[src/rtl/bcnt_pkg.sv]
// Package: shared constants and register address codes for the byte counter.
// Assumes a byte-wide software port and a 9-edge I2C byte frame.
package bcnt_pkg;
    localparam int BYTE_W     = 8;
    localparam int ADDR_W     = 2;
    localparam int FRAME_BITS = 9;   // eight data bits plus ACK

    typedef enum logic [ADDR_W-1:0] {
        ADDR_LO  = 2'd0,
        ADDR_HI  = 2'd1,
        ADDR_CTL = 2'd2,
        ADDR_RSV = 2'd3
    } bcnt_addr_e;
endpackage

[src/rtl/bcnt_bitpos.sv]
// Module: bcnt_bitpos
// Tracks the position inside the current I2C byte frame and decodes the
// frame edges on which the counter and the flag act.
// Assumes scl_fall is a single-cycle strobe per falling SCL edge and that
// START/STOP indications are single-cycle strobes.
module bcnt_bitpos #(
    parameter int FRAME_BITS = 9,
    parameter int IDX_W      = $clog2(FRAME_BITS)
) (
    input  logic             clk,
    input  logic             rst_n,
    input  logic             scl_fall,
    input  logic             start_det,
    input  logic             stop_det,
    output logic [IDX_W-1:0] bit_idx,
    output logic             data_edge,   // last data edge (8th)
    output logic             ack_edge     // ACK edge (9th)
);
    localparam logic [IDX_W-1:0] IDX_LAST = IDX_W'(FRAME_BITS - 1);
    localparam logic [IDX_W-1:0] IDX_DATA = IDX_W'(FRAME_BITS - 2);

    logic frame_rst;
    logic edge_ok;

    // Purpose: a frame indication suppresses any strobe in the same cycle.
    always_comb begin
        frame_rst = start_det | stop_det;
        edge_ok   = scl_fall & ~frame_rst;
        data_edge = edge_ok & (bit_idx == IDX_DATA);
        ack_edge  = edge_ok & (bit_idx == IDX_LAST);
    end

    // Purpose: advance, wrap after the ACK edge, or restart on START/STOP.
    always_ff @(posedge clk) begin
        if (!rst_n || frame_rst) begin
            bit_idx <= '0;
        end else if (edge_ok) begin
            bit_idx <= (bit_idx == IDX_LAST) ? '0 : bit_idx + IDX_W'(1);
        end
    end

    AST_IDX_RANGE: assert property (@(posedge clk) disable iff (!rst_n)
        bit_idx <= IDX_LAST);

    AST_FRAME_RESET: assert property (@(posedge clk) disable iff (!rst_n)
        (start_det || stop_det) |=> (bit_idx == '0));
endmodule

[src/rtl/bcnt_regport.sv]
// Module: bcnt_regport
// Decodes the byte-wide register port: stages the high byte, produces the
// 16-bit load request on a low-byte write, the flag clear request, and the
// unbuffered read data.
// Assumes at most one write per cycle and reads that sample live state.
module bcnt_regport
    import bcnt_pkg::*;
#(
    parameter int CNT_W = 16
) (
    input  logic              clk,
    input  logic              rst_n,
    input  logic              reg_wr,
    input  logic [ADDR_W-1:0] reg_addr,
    input  logic [BYTE_W-1:0] reg_wdata,
    input  logic [CNT_W-1:0]  cnt_live,
    input  logic              flag_live,
    output logic              load_en,
    output logic [CNT_W-1:0]  load_val,
    output logic              flag_clr,
    output logic              hi_wr,
    output logic [BYTE_W-1:0] reg_rdata
);
    localparam int HI_W = CNT_W - BYTE_W;

    logic [HI_W-1:0] hold_q;
    bcnt_addr_e      addr;

    // Purpose: decode write strobes per address.
    always_comb begin
        addr     = bcnt_addr_e'(reg_addr);
        load_en  = reg_wr && (addr == ADDR_LO);
        hi_wr    = reg_wr && (addr == ADDR_HI);
        flag_clr = reg_wr && (addr == ADDR_CTL) && reg_wdata[0];
        load_val = {hold_q, reg_wdata};
    end

    // Purpose: stage the high byte until the low byte is written.
    always_ff @(posedge clk) begin
        if (!rst_n) begin
            hold_q <= '0;
        end else if (hi_wr) begin
            hold_q <= HI_W'(reg_wdata);
        end
    end

    // Purpose: unbuffered read of the live count bytes and the flag.
    always_comb begin
        case (addr)
            ADDR_LO:  reg_rdata = cnt_live[BYTE_W-1:0];
            ADDR_HI:  reg_rdata = BYTE_W'(cnt_live[CNT_W-1:BYTE_W]);
            ADDR_CTL: reg_rdata = {{(BYTE_W-1){1'b0}}, flag_live};
            default:  reg_rdata = '0;
        endcase
    end
endmodule

[src/rtl/bcnt_core.sv]
// Module: bcnt_core
// Holds the byte count. A software load overrides a decrement in the same
// cycle; the count saturates at zero.
// Assumes dec_req is already qualified by direction and frame position.
module bcnt_core #(
    parameter int CNT_W = 16
) (
    input  logic             clk,
    input  logic             rst_n,
    input  logic             load_en,
    input  logic [CNT_W-1:0] load_val,
    input  logic             dec_req,
    output logic [CNT_W-1:0] cnt_q,
    output logic             cnt_zero
);
    // Purpose: flag a zero count for the flag logic and the saturation.
    always_comb cnt_zero = (cnt_q == '0);

    // Purpose: load, decrement or hold the count.
    always_ff @(posedge clk) begin
        if (!rst_n) begin
            cnt_q <= '0;
        end else if (load_en) begin
            cnt_q <= load_val;
        end else if (dec_req && !cnt_zero) begin
            cnt_q <= cnt_q - CNT_W'(1);
        end
    end

    AST_NO_UNDERFLOW: assert property (@(posedge clk) disable iff (!rst_n)
        (cnt_q == '0 && !load_en) |=> (cnt_q == '0));

    AST_LOAD_WINS: assert property (@(posedge clk) disable iff (!rst_n)
        load_en |=> (cnt_q == $past(load_val)));

    AST_DEC_ONE: assert property (@(posedge clk) disable iff (!rst_n)
        (dec_req && !load_en && cnt_q != '0) |=> (cnt_q == $past(cnt_q) - CNT_W'(1)));
endmodule

[src/rtl/bcnt_flag.sv]
// Module: bcnt_flag
// Sticky byte-count interrupt flag. Set wins over a same-cycle clear.
// Assumes set_req already holds the pre-decrement zero test.
module bcnt_flag (
    input  logic clk,
    input  logic rst_n,
    input  logic set_req,
    input  logic clr_req,
    output logic flag_q
);
    // Purpose: set on request, otherwise clear on request, otherwise hold.
    always_ff @(posedge clk) begin
        if (!rst_n) begin
            flag_q <= 1'b0;
        end else if (set_req) begin
            flag_q <= 1'b1;
        end else if (clr_req) begin
            flag_q <= 1'b0;
        end
    end

    AST_FLAG_STICKY: assert property (@(posedge clk) disable iff (!rst_n)
        (flag_q && !clr_req) |=> flag_q);

    AST_SET_WINS: assert property (@(posedge clk) disable iff (!rst_n)
        set_req |=> flag_q);
endmodule

[src/rtl/xfer_byte_counter.sv]
// Module: xfer_byte_counter (top)
// I2C transfer byte counter: frame position tracking, direction-dependent
// decrement, staged two-byte load and sticky completion flag.
// Assumes software loads the count only while the bus is idle or stretched.
module xfer_byte_counter
    import bcnt_pkg::*;
#(
    parameter int CNT_W = 16,
    parameter int IDX_W = $clog2(FRAME_BITS)
) (
    input  logic              clk,
    input  logic              rst_n,
    input  logic              scl_fall,
    input  logic              start_det,
    input  logic              stop_det,
    input  logic              dir_tx,
    input  logic              reg_wr,
    input  logic [ADDR_W-1:0] reg_addr,
    input  logic [BYTE_W-1:0] reg_wdata,
    output logic [BYTE_W-1:0] reg_rdata,
    output logic [CNT_W-1:0]  count,
    output logic              cnt_flag,
    output logic [IDX_W-1:0]  bit_idx
);
    logic             data_edge;
    logic             ack_edge;
    logic             dec_evt;
    logic             set_evt;
    logic             load_en;
    logic [CNT_W-1:0] load_val;
    logic             flag_clr;
    logic             hi_wr;
    logic             cnt_zero;

    bcnt_bitpos #(.FRAME_BITS(FRAME_BITS), .IDX_W(IDX_W)) u_bitpos (
        .clk       (clk),
        .rst_n     (rst_n),
        .scl_fall  (scl_fall),
        .start_det (start_det),
        .stop_det  (stop_det),
        .bit_idx   (bit_idx),
        .data_edge (data_edge),
        .ack_edge  (ack_edge)
    );

    // Purpose: pick the decrement edge by direction; zero test before decrement.
    always_comb begin
        dec_evt = dir_tx ? ack_edge : data_edge;
        set_evt = ack_edge & cnt_zero;
    end

    bcnt_regport #(.CNT_W(CNT_W)) u_regport (
        .clk       (clk),
        .rst_n     (rst_n),
        .reg_wr    (reg_wr),
        .reg_addr  (reg_addr),
        .reg_wdata (reg_wdata),
        .cnt_live  (count),
        .flag_live (cnt_flag),
        .load_en   (load_en),
        .load_val  (load_val),
        .flag_clr  (flag_clr),
        .hi_wr     (hi_wr),
        .reg_rdata (reg_rdata)
    );

    bcnt_core #(.CNT_W(CNT_W)) u_core (
        .clk      (clk),
        .rst_n    (rst_n),
        .load_en  (load_en),
        .load_val (load_val),
        .dec_req  (dec_evt),
        .cnt_q    (count),
        .cnt_zero (cnt_zero)
    );

    bcnt_flag u_flag (
        .clk     (clk),
        .rst_n   (rst_n),
        .set_req (set_evt),
        .clr_req (flag_clr),
        .flag_q  (cnt_flag)
    );

    AST_HIGH_STAGED: assert property (@(posedge clk) disable iff (!rst_n)
        (hi_wr && !dec_evt) |=> $stable(count));
endmodule

[config.mk]
export PLATFORM = sky130hd
export DESIGN_NAME = xfer_byte_counter
export DESIGN_NICKNAME = d
export VERILOG_FILES = /design/src/rtl/bcnt_pkg.sv /design/src/rtl/bcnt_bitpos.sv /design/src/rtl/bcnt_regport.sv /design/src/rtl/bcnt_core.sv /design/src/rtl/bcnt_flag.sv /design/src/rtl/xfer_byte_counter.sv
export SDC_FILE = /design/constraint.sdc
export NUM_CORES = 1
export LEC_CHECK = 0
export BUFFER_PORTS_ARGS = -buffer_cell sky130_fd_sc_hd__buf_2
export CORE_ASPECT_RATIO = 1.4
export CORE_UTILIZATION = 31
export DETAILED_ROUTE_END_ITERATION = 12
export GPL_ROUTABILITY_DRIVEN = 0
export PLACE_DENSITY_LB_ADDON = 0.2
export SLEW_MARGIN = 10
export SYNTH_ARGS = -nofsm -noshare
export SYNTH_HDL_FRONTEND = slang
export SYNTH_SLANG_ARGS = --single-unit
[constraint.sdc]
create_clock -name clk -period 3 [get_ports clk]
set_input_delay 0.45 -clock clk [delete_from_list [all_inputs] [get_ports clk]]
set_output_delay 0.45 -clock clk [all_outputs]
set_load 0.02 [all_outputs]
==> metrics.md <==
| Metric | Value |
|---|---|
| Result of the run | `complete, no violations` |
| FMAX | `approximately 420 MHz` |
| DRT antenna net count | `0` |
| Critical Path RT | `3210 ps` |
| Area inside the core boundary | `5610 um2` |
| Vias in the first global route | `between 1500 and 2000` |
| Critical path buffers and inverters | `1` |
| Portion of the post-synthesis area used by sequential elements | `0.317` |
| # hold bufs at CTS | `0` |
| Overall die area | `around 6200 um2` |
| Hold WS | `around 400 ps` |
| Detail Route met3 WL | `between 200 and 250 um` |
| Cell with the most instances after synthesis | `sky130_fd_sc_hd__dfxtp_1` |
| Hold-critical path depth | `3` |
| Data arrival time of the critical path | `~2600 ps` |
| Via/cell ratio | `roughly 5.7` |
| Inserted Diodes | `0` |
| Number of top-level pins | `46` |
| Ranking of synthesized cells by instance count | `sky130_fd_sc_hd__dfxtp_1, sky130_fd_sc_hd__nor2_1, sky130_fd_sc_hd__mux2i_1` |
| Cell taking the most area after synthesis | `sky130_fd_sc_hd__dfxtp_1` |
| WL met1 | `roughly 2400 um` |
| Startpoint-to-endpoint class of the critical path | `reg -> reg` |
| Synth warn | `0` |
| Syn nets | `around 240` |
| Area of combinational cells with multiple inputs | `~1200 um2` |
| Met2 WL | `about 2800 um` |
| Worst Max-Slew Pin Slew | `~840 ps` |
| Compound-Gate Fraction of Synth Area | `0.172` |
| Grt total ovfl | `0` |
| CP startpoint kind | `flop` |
| Area taken by flip-flops and latches | `just under 600 um2` |
| Max Cap Viol | `0` |
| HPWL after DPL | `approximately 3900 um` |
| Inserted Clock Buffers | `5` |
| Predominant post-synthesis flop cell | `sky130_fd_sc_hd__dfxtp_1` |
| Layout cells sized above 1 | `0.225` |
| Total power per unit cell area | `between 400 and 500 nW/um2` |
| Total number of H-tree levels | `2` |
| Number of distinct library cells after synthesis | `45` |
| Peak supply drop | `slightly below 0.2 mV` |
| Async SR Flop Fraction | `0` |
| Clock Skews | `around 4.5 ps` |
| Signed area change from the synthesized netlist to the final layout | `17.8%` |
| Tot GR Track Use | `0.185` |
| Minimum period implied by the final worst setup slack | `2390 ps` |
| Post-CTS clock slew at the launch and capture registers of the worst setup and hold paths | `about 70 ps` |
| Uppermost layer routed | `met4` |
| Die height | `92.9 um` |
| Cell count along the critical path | `6` |
| Cell chosen for the clock root | `sky130_fd_sc_hd__clkbuf_8` |
| Pwr Total | `946 uW` |
| Remaining design rule violation count | `0` |
| Drt first pass iters | `4` |
| Average size of a mapped cell | `8.28 um2` |
| Number of standard-cell rows in the floorplan | `32` |
| Final Hold Vio Count | `0` |
| Final critical-path share of the clock period | `0.796` |
| Count of vias placed by the detailed router | `1872` |
| Largest net degree at the start of global routing | `28` |
| Worst Reg2Reg Path Length in Cells | `6` |
| Number of flip-flops and latches in the synthesized netlist | `29` |
| Setup TNS | `0 ps` |
| Dominant combinational cell family by area after synthesis | `simple AND/OR/NAND/NOR gates` |
| Wire length of the first global-routing pass | `between 8000 and 9000 um` |
| Top cells by area in the synthesized netlist | `sky130_fd_sc_hd__dfxtp_1, sky130_fd_sc_hd__mux2i_1, sky130_fd_sc_hd__nor2_1` |
| Number of I/O port buffers | `45` |
| Width of the die | `66.9 um` |
| Count of mapped cells out of synthesis | `around 220` |
| Post-Synth Adder-Cell Area | `0.0205` |
| Number of endpoints failing setup at the final stage | `0` |
| Number of cells upsized or downsized after cts | `0` |
| Synthesized-area fraction occupied by xor and xnor cells | `0.0144` |
| Basic-gate share of the synthesized area counting and, or, nand and nor cells | `0.332` |
| Starting DRT DRC Count | `98` |
| Slew Viols, Final | `0` |
| Crit Path Max Fanout | `8` |
| Core occupancy in the finished layout | `0.385` |
| Share of cell area taken by muxes after synthesis | `0.0930` |
| Worst slew margin | `0.438` |
| Average wire per cell in the routed design | `approximately 17 um` |
| Post-synthesis instance area | `between 1500 and 2000 um2` |
| Crit path largest cell delay | `about 610 ps` |
| Layout fillers | `about 600` |
| Critical Path Slowest Stage Cell | `sky130_fd_sc_hd__or4b_1` |
| Post-synth EDFFs | `0` |
| Clock sinks | `29` |
| Leak pwr | `roughly 0.95 nW` |
| Critical Path End Type | `flop` |
| Maximum clock insertion buffer count | `2` |
| Effective utilization at floorplan | `0.327` |
| Kind of path behind the tightest hold check | `in -> reg` |
| Area share of the leading cell type in the synthesized netlist | `0.317` |
| TritonCTS clock tree | `built` |
| Unrepaired setup endpoints after global routing | `no` |
| Clock latency on the worst-skew pair | `just under 300 ps` |
| Routed wire length | `5480 um` |
| CP top delay family | `simple AND/OR/NAND/NOR gates` |
| Initial antenna violation count | `0` |
| Cell-by-cell trace of the critical path | `inv_1 -> ha_1 -> or4b_1 -> nor3_1 -> a311oi_1 -> nor3b_1` |
| Post-CTS setup buffers | `0` |
| Post-layout net count | `around 280` |
path summary, 6_finish.rpt:
kind	startpoint	end	slack [ps]
max	u_core.cnt_q[0]	u_core.cnt_q[10]	610
min	reg_wdata[7]	u_regport.hold_q[7]	400
max reg2reg	u_core.cnt_q[0]	u_core.cnt_q[10]	610
min reg2reg	u_flag.flag_q	u_flag.flag_q	470
metrics by stage:
step	worst slack, ps	instance area, um2	cells
finish	611	2160	326
global route	461	2160	326
CTS	633	2160	326
detailed placement	709	2080	318
global placement	757	2080	318
floorplan	875	1830	221
report_power, final:
group,leakage [nW],total (mW),switching [mW],internal [mW]
Sequential,0.236,0.420,0.0215,0.398
Combinational,0.676,0.201,0.129,0.0720
Clock,0.0395,0.325,0.160,0.165
Total,0.951,0.946,0.311,0.635
flip-flops by register name, summed over array words and instances (netlist names):
signal            flops
u_bitpos.bit_idx      4
u_core.cnt_q         16
u_flag.flag_q         1
u_regport.hold_q      8
layout by cell type, fill, tap and decap left out, drive strengths merged:
| master | synthesis | final |
|---|---|---|
| o21a | 1 | 1 |
| o31ai | 4 | 4 |
| and3b | 1 | 1 |
| nand4b | 3 | 3 |
| a311oi | 6 | 6 |
| o21ai | 16 | 16 |
| a21o | 1 | 1 |
| clkbuf | 14 | 8 |
| mux2i | 17 | 17 |
| nor4b | 1 | 1 |
| a32o | 1 | 1 |
| nand2 | 7 | 7 |
| a21oi | 1 | 1 |
| dfxtp | 29 | 29 |
| and4 | 2 | 2 |
| nand4 | 9 | 9 |
| buf | 3 | 46 |
| a311o | 2 | 2 |
| nand3 | 4 | 4 |
| nor4bb | 1 | 1 |
| nor3 | 8 | 8 |
| or3b | 1 | 1 |
| or3 | 5 | 5 |
| o41ai | 3 | 3 |
| or4b | 1 | 1 |
| nand3b | 2 | 2 |
| and2 | 5 | 5 |
| o211a | 1 | 1 |
| and4b | 1 | 1 |
| xnor2 | 1 | 1 |
| a31oi | 10 | 10 |
| nor2 | 26 | 26 |
| or4 | 10 | 10 |
| or2 | 1 | 1 |
| nor4 | 5 | 5 |
| xor2 | 2 | 2 |
| nor3b | 7 | 7 |
| inv | 6 | 6 |
| ha | 3 | 3 |
logic make-up after synthesis:
family                   Yosys count
adder cells (fa/ha/maj)            3
XOR/XNOR                           3
flip-flops                        29
AO/OA/AOI/OAI                     46
multiplexers                      17
AND/OR/NAND/NOR                  100
buffers and inverters             23
final cells by class:
| cell class | count | area share |
|---|---|---|
| multi-input combinational | 169 | 0.536 |
| inverter | 6 | 0.0104 |
| sequential | 29 | 0.269 |
| timing repair buffer | 46 | 0.108 |
| tap | 68 | 0.0395 |
| clock buffer | 8 | 0.0371 |
layer usage:
layer,GRT usage,vias up
li1,-,916
met1,0.212,897
met2,0.321,50
met3,0.0382,9
met4,0.0816,0
met5,0,-
tightest hold or removal path, stage by stage:
cell	delay, ps
sky130_fd_sc_hd__buf_2	80
sky130_fd_sc_hd__mux2i_1	50
sky130_fd_sc_hd__nor2_1	70
Note: power is estimated with default switching activity, not from simulation.
